`src/rtl/dch_pkg.sv`:
```
package dch_pkg;

    localparam int ADDR_W = 5;
    localparam int DATA_W = 8;
    localparam int UNIT_W = 16;

    typedef enum logic [1:0] {
        OP_IDLE  = 2'b00,
        OP_WRITE = 2'b01,
        OP_READ  = 2'b10,
        OP_RSVD  = 2'b11
    } dev_op_e;

    localparam logic [2:0] CODE_WRITE = 3'b010;
    localparam logic [2:0] CODE_READ  = 3'b001;
    localparam logic [2:0] CODE_HDR   = 3'b111;

    typedef enum logic [1:0] {
        ST_IDLE  = 2'b00,
        ST_WAIT  = 2'b01,
        ST_SHIFT = 2'b10
    } seq_state_e;

endpackage

```
`src/rtl/dch_sck_div.sv`:
```
module dch_sck_div #(
    parameter int HALF_DIV = 2
) (
    input  logic clk,
    input  logic rst_n,
    input  logic clr,
    output logic tick
);
    localparam int CW = (HALF_DIV > 1) ? $clog2(HALF_DIV) : 1;

    logic [CW-1:0] cnt_d, cnt_q;

    assign tick = (cnt_q == CW'(HALF_DIV - 1)) && !clr;

    always_comb begin
        if (clr || tick) cnt_d = '0;
        else             cnt_d = cnt_q + 1'b1;
    end

    always_ff @(posedge clk or negedge rst_n) begin
        if (!rst_n) cnt_q <= '0;
        else        cnt_q <= cnt_d;
    end
endmodule

```
`src/rtl/dch_frame_build.sv`:
```
module dch_frame_build
    import dch_pkg::*;
#(
    parameter int N_DEV = 3
) (
    input  logic [2*N_DEV-1:0]      op,
    input  logic [ADDR_W*N_DEV-1:0] addr,
    input  logic [DATA_W*N_DEV-1:0] wdata,
    input  logic                    nop_frame,
    output logic [UNIT_W*N_DEV-1:0] frame
);
    // Device g sits in slice g; the top slice (device N_DEV-1) leaves first.
    for (genvar g = 0; g < N_DEV; g++) begin : g_unit
        logic [UNIT_W-1:0] unit;
        always_comb begin
            unit = '0;
            if (!nop_frame) begin
                case (dev_op_e'(op[2*g +: 2]))
                    OP_WRITE: unit = {CODE_WRITE, addr[ADDR_W*g +: ADDR_W], wdata[DATA_W*g +: DATA_W]};
                    OP_READ:  unit = {CODE_READ,  addr[ADDR_W*g +: ADDR_W], {DATA_W{1'b0}}};
                    default:  unit = '0;
                endcase
            end
        end
        assign frame[UNIT_W*g +: UNIT_W] = unit;
    end
endmodule

```
`src/rtl/dch_resp_check.sv`:
```
module dch_resp_check
    import dch_pkg::*;
#(
    parameter int N_DEV = 3
) (
    input  logic [UNIT_W*N_DEV-1:0] rx,
    input  logic [2*N_DEV-1:0]      op,
    input  logic [ADDR_W*N_DEV-1:0] addr,
    output logic [N_DEV-1:0]        vld,
    output logic [N_DEV-1:0]        err,
    output logic [DATA_W*N_DEV-1:0] data
);
    // The first 16 bits received land in the top slice, i.e. device N_DEV-1.
    for (genvar g = 0; g < N_DEV; g++) begin : g_chk
        logic       is_rd;
        logic       hdr_ok;
        logic [7:0] hdr;
        assign hdr    = rx[UNIT_W*g + DATA_W +: 8];
        assign is_rd  = (dev_op_e'(op[2*g +: 2]) == OP_READ);
        assign hdr_ok = (hdr == {CODE_HDR, addr[ADDR_W*g +: ADDR_W]});
        assign vld[g] = is_rd && hdr_ok;
        assign err[g] = is_rd && !hdr_ok;
        assign data[DATA_W*g +: DATA_W] = is_rd ? rx[UNIT_W*g +: DATA_W] : '0;
    end
endmodule

```
`src/rtl/dch_chain_host.sv`:
```
module dch_chain_host
    import dch_pkg::*;
#(
    parameter int N_DEV    = 3,
    parameter int HALF_DIV = 2,
    parameter int GAP_SCK  = 2
) (
    input  logic                    clk,
    input  logic                    rst_n,
    input  logic                    req_valid,
    input  logic [2*N_DEV-1:0]      req_op,
    input  logic [ADDR_W*N_DEV-1:0] req_addr,
    input  logic [DATA_W*N_DEV-1:0] req_wdata,
    output logic                    busy,
    output logic                    done,
    output logic [N_DEV-1:0]        rd_valid,
    output logic [N_DEV-1:0]        rd_err,
    output logic [DATA_W*N_DEV-1:0] rd_data,
    output logic                    spi_cs_n,
    output logic                    spi_sck,
    output logic                    spi_mosi,
    input  logic                    spi_miso
);
    localparam int FRAME_W   = UNIT_W * N_DEV;
    localparam int CNT_W     = $clog2(FRAME_W);
    localparam int GAP_TICKS = 2 * GAP_SCK;
    localparam int GAP_W     = $clog2(GAP_TICKS + 1);
    localparam int OP_W      = 2 * N_DEV;
    localparam int AD_W      = ADDR_W * N_DEV;
    localparam int WD_W      = DATA_W * N_DEV;

    typedef struct packed {
        seq_state_e         st;
        logic               phase;
        logic               any_rd;
        logic [OP_W-1:0]    op;
        logic [AD_W-1:0]    addr;
        logic [WD_W-1:0]    wdata;
        logic [FRAME_W-1:0] tx;
        logic [FRAME_W-1:0] rx;
        logic [CNT_W-1:0]   bit_cnt;
        logic [GAP_W-1:0]   gap;
        logic               sck;
        logic               cs_n;
        logic               busy;
        logic               done;
        logic [N_DEV-1:0]   vld;
        logic [N_DEV-1:0]   err;
        logic [WD_W-1:0]    data;
    } seq_t;

    seq_t s_d, s_q;

    logic               tick;
    logic               div_clr;
    logic               req_any_rd;
    logic [FRAME_W-1:0] frame_word;
    logic [N_DEV-1:0]   chk_vld;
    logic [N_DEV-1:0]   chk_err;
    logic [WD_W-1:0]    chk_data;

    dch_sck_div #(.HALF_DIV(HALF_DIV)) u_div (
        .clk   (clk),
        .rst_n (rst_n),
        .clr   (div_clr),
        .tick  (tick)
    );

    dch_frame_build #(.N_DEV(N_DEV)) u_build (
        .op        (s_q.op),
        .addr      (s_q.addr),
        .wdata     (s_q.wdata),
        .nop_frame (s_q.phase),
        .frame     (frame_word)
    );

    dch_resp_check #(.N_DEV(N_DEV)) u_resp (
        .rx   (s_q.rx),
        .op   (s_q.op),
        .addr (s_q.addr),
        .vld  (chk_vld),
        .err  (chk_err),
        .data (chk_data)
    );

    always_comb begin
        req_any_rd = 1'b0;
        for (int i = 0; i < N_DEV; i++) begin
            if (dev_op_e'(req_op[2*i +: 2]) == OP_READ) req_any_rd = 1'b1;
        end
    end

    always_comb begin
        s_d      = s_q;
        s_d.done = 1'b0;
        div_clr  = 1'b0;

        // Deselect time is measured in half periods while chip select is high.
        if (s_q.cs_n && tick && (s_q.gap != GAP_W'(GAP_TICKS)))
            s_d.gap = s_q.gap + 1'b1;

        case (s_q.st)
            ST_IDLE: begin
                if (req_valid) begin
                    s_d.op     = req_op;
                    s_d.addr   = req_addr;
                    s_d.wdata  = req_wdata;
                    s_d.any_rd = req_any_rd;
                    s_d.phase  = 1'b0;
                    s_d.busy   = 1'b1;
                    s_d.st     = ST_WAIT;
                end
            end
            ST_WAIT: begin
                if (s_q.gap == GAP_W'(GAP_TICKS)) begin
                    s_d.cs_n    = 1'b0;
                    s_d.sck     = 1'b0;
                    s_d.tx      = frame_word;
                    s_d.rx      = '0;
                    s_d.bit_cnt = '0;
                    s_d.gap     = '0;
                    div_clr     = 1'b1;
                    s_d.st      = ST_SHIFT;
                end
            end
            ST_SHIFT: begin
                if (tick) begin
                    if (!s_q.sck) begin
                        s_d.sck = 1'b1;
                        s_d.rx  = {s_q.rx[FRAME_W-2:0], spi_miso};
                    end else begin
                        s_d.sck     = 1'b0;
                        s_d.tx      = {s_q.tx[FRAME_W-2:0], 1'b0};
                        s_d.bit_cnt = s_q.bit_cnt + 1'b1;
                        if (s_q.bit_cnt == CNT_W'(FRAME_W - 1)) begin
                            s_d.cs_n = 1'b1;
                            if (!s_q.phase && s_q.any_rd) begin
                                s_d.phase = 1'b1;
                                s_d.st    = ST_WAIT;
                            end else begin
                                s_d.st   = ST_IDLE;
                                s_d.busy = 1'b0;
                                s_d.done = 1'b1;
                                s_d.vld  = chk_vld;
                                s_d.err  = chk_err;
                                s_d.data = chk_data;
                            end
                        end
                    end
                end
            end
            default: s_d.st = ST_IDLE;
        endcase
    end

    always_ff @(posedge clk or negedge rst_n) begin
        if (!rst_n) begin
            s_q      <= '0;
            s_q.st   <= ST_IDLE;
            s_q.cs_n <= 1'b1;
            s_q.gap  <= GAP_W'(GAP_TICKS);
        end else begin
            s_q <= s_d;
        end
    end

    assign busy     = s_q.busy;
    assign done     = s_q.done;
    assign rd_valid = s_q.vld;
    assign rd_err   = s_q.err;
    assign rd_data  = s_q.data;
    assign spi_cs_n = s_q.cs_n;
    assign spi_sck  = s_q.sck;
    assign spi_mosi = s_q.cs_n ? 1'b0 : s_q.tx[FRAME_W-1];

endmodule

```
`config.mk`:
```
export PLATFORM = sky130hd
export DESIGN_NAME = dch_chain_host
export DESIGN_NICKNAME = d
export VERILOG_FILES = /design/src/rtl/dch_pkg.sv /design/src/rtl/dch_sck_div.sv /design/src/rtl/dch_frame_build.sv /design/src/rtl/dch_resp_check.sv /design/src/rtl/dch_chain_host.sv
export SDC_FILE = /design/constraint.sdc
export NUM_CORES = 1
export LEC_CHECK = 0
export CORE_ASPECT_RATIO = 0.9
export CORE_MARGIN = 3
export CORE_UTILIZATION = 57
export CTS_BUF_LIST = sky130_fd_sc_hd__clkbuf_4 sky130_fd_sc_hd__clkbuf_8
export DETAILED_ROUTE_END_ITERATION = 12
export PLACE_DENSITY = 0.77
export SYNTH_ARGS = -nofsm -noshare
export SYNTH_HDL_FRONTEND = slang
export SYNTH_HIERARCHICAL = 1
export SYNTH_SLANG_ARGS = --single-unit
```
`constraint.sdc`:
```
create_clock -name clk -period 2.8 [get_ports clk]
set_input_delay 0.56 -clock clk [delete_from_list [all_inputs] [get_ports clk]]
set_output_delay 0.56 -clock clk [all_outputs]
set_load 0.02 [all_outputs]
```
==> flow_metrics.tcl <==
set metrics [dict create \
    cts-htree-levels 4 \
    max_freq_ghz 0.427 \
    port_buffers 83 \
    yosysTopAreaCell "dfrtp_1" \
    cts_buffers 17 \
    synth.top_cells.by_area "dfrtp_1 50%, mux2_2 5.6%, mux2i_1 5.4%, mux2_4 4.5%, nand2_1 4.3%" \
    clock_latency_ns 0.47 \
    cts_sinks 189 \
    hold_buffers 0 \
    final_antenna_net_count 0 \
    initial_core_util_pct 59.7 \
    drv_slew 0 \
    vias_per_cell 5.54 \
    fin_cells 1133 \
    die_w_um 141 \
    grt_usage_pct 20.9 \
    synthTopCellsByCount "187 x dfrtp_1, 108 x nand2_1, 61 x inv_1" \
    synth_top_family_by_area "simple AND/OR/NAND/NOR gates" \
    final_nets 976 \
    wl_per_cell_um 15.9 \
    synth_fa_ha_area_share_pct 1.20 \
    rows 43 \
    synth_edf_count 0 \
    io_pins 84 \
    synth-compound-area-share_pct 4.85 \
    areaGrowthSynthToFinish_pct 12.6 \
    cp-start-kind "register" \
    netlist.area_leader.share_pct 49.7 \
    power_density_nw_per_um2 468 \
    timing.hold.ws_ns 0.0664 \
    synth-simple-area-share_pct 18.4 \
    drc 0 \
    period_share_pct 83.6 \
    yosys_warnings 6 \
    layout_setup_ws_ns 0.459 \
    cp-end-kind "register" \
    tritoncts "yes" \
    dieArea_um2 18100 \
    avgSynthCellArea_um2 10.6 \
    root_buffer "clkbuf_8" \
    yosysMostFrequentCell "dfrtp_1" \
    synth.area.mux_share_pct 15.5 \
    place.gp.congestion 0.817 \
    grt_antenna_before_repair 0 \
    cts-resized-gates 0 \
    cellLeakagePower_uw 0.00485 \
    finalHoldViolCount 0 \
    synth-xor-area-share_pct 1.40 \
    finalSetupTns_ns 0 \
    cts_setup_buffers 0 \
    worstSetupPathType "reg -> reg" \
    drive_gt1_share_pct 15.3 \
    rsz0062_at_grt "false" \
    vias 6281 \
    setup_violations 0 \
    die_y_um 128 \
    grt_pass1_vias 6026 \
    clock_skew_ns 0.0142 \
    grt_overflow 0 \
    grt_start_max_net_pins 62 \
    min_period_ns 2.34 \
    drtPass1Iterations 4 \
    arrival_ns 2.69 \
    routed_wl_um 18000 \
    synth_ff_type "dfrtp_1" \
    syn_inst 889 \
    ys_async_sr_fraction_pct 100 \
    cts.clk_slew.worst_paths_ns 0.09 \
    drv_cap 0 \
    crit_fanout 10 \
    dp.cells 1101 \
    pre_cts_slack_ns 0.469 \
    synth_seq_cells 189 \
    tightest_slew_ns 0.707 \
    drt-initial-drc-count 554 \
    vdd_drop_max_mv 0.428 \
    min_path_type "in -> async" \
    status "complete, no violations" \
    fill_cells 1201 \
    seq_area_frac_synth_pct 50.3 \
    fin_util_pct 67.2 \
    clockBufferDepth 2 \
    maxSlewHeadroom_pct 52.9 \
    ys_types 51 \
    core_area_um2 15800 \
    dpl.hpwl_um 11500 \
    antenna_cells 0 \
    required_ns 3.15 \
    grt_pass1_wl_um 30500 \
    syn_area_um2 9410 \
]
==> worst max-delay path, stage by stage (launching register included) <==
cell and delay, ns:
dfrtp_1 0.38, inv_1 0.06, ha_1 0.25, nand4b_4 0.17
inv_2 0.07, nor2b_4 0.17, and4b_2 0.28, nand4_4 0.26
buf_4 0.28, mux2_4 0.30
==> final timing paths <==
check,from,end,slack [ns],cells after the start
hold / removal,rst_n,rd_data[1],0.07,1
setup / recovery,s_q[34],rd_valid[0],0.46,9
setup reg to reg,s_q[34],rd_valid[0],0.46,9
hold reg to reg,u_div/cnt_q,u_div/cnt_q,0.46,1
max in group asynchronous,rst_n,s_q[111],2.00,2
min in group clk,u_div/cnt_q,u_div/cnt_q,0.46,1
==> metrics by stage <==
stage / power (µW) / instance area [µm²]
final: 4950 / 10600
after global routing: 5160 / 10600
after CTS: 5000 / 10600
after detailed placement: 3090 / 10200
after global placement: 3090 / 10200
after floorplan: 2930 / 9420
==> layout by cell type (no fill, tap or decap), types with 10 or more instances in the layout <==
cell type        count
nand2_1            108
clkbuf_8            19
inv_1               61
mux2i_1             51
mux2_4              28
clkdlybuf4s50_1     82
mux2_2              47
and2_1              51
buf_4               10
a31oi_1             48
xnor2_1             14
nor3_1              49
nor4b_1             15
nand3_1             56
dfrtp_1            187
==> report_power, final <==
group | leakage (µW) | switching (µW) | total [µW] | internal [µW]
logic | 0.00208 | 117 | 240 | 123
clock network | 0.000217 | 983 | 1920 | 936
registers | 0.00255 | 32.1 | 2790 | 2760
==> flip-flops by register name, indices dropped and copies added, names as in the netlist <==
name,count
s_q,154
u_div/cnt_q,1
rd_valid,3
spi_sck,1
busy,1
rd_data,24
rd_err,3
done,1
spi_cs_n,1
==> layer usage <==
metal  routed length (µm)  share of wire, %  global-route usage [%]  up-vias
met5                    0                 0                       0        -
met4                  178              0.99                    5.36        0
met3                  744               4.1                    4.74       14
met2                 8440                47                    32.5      138
met1                 8630                48                    30.0     3087
li1                     -                 -                       -     3042
==> kinds of logic after synthesis <==
| group | count (synthesis) |
|---|---|
| AO/OA/AOI/OAI | 72 |
| XOR/XNOR | 15 |
| adder cells (fa/ha/maj) | 9 |
| buffers and inverters | 155 |
| flip-flops | 189 |
| multiplexers | 126 |
| other | 1 |
| AND/OR/NAND/NOR | 322 |
==> cell type report <==
| cell class | instances | area [µm²] | area share [%] |
|---|---|---|---|
| inverters | 64 | 240 | 2.27 |
| repair buffers | 99 | 1030 | 9.70 |
| flip-flops and latches | 189 | 4730 | 44.7 |
| clock buffers | 19 | 262 | 2.47 |
| multi-input cells | 547 | 3920 | 37.0 |
| well taps | 202 | 253 | 2.39 |
| clock inverters | 13 | 161 | 1.52 |
Power figures use the tool's default switching activity.
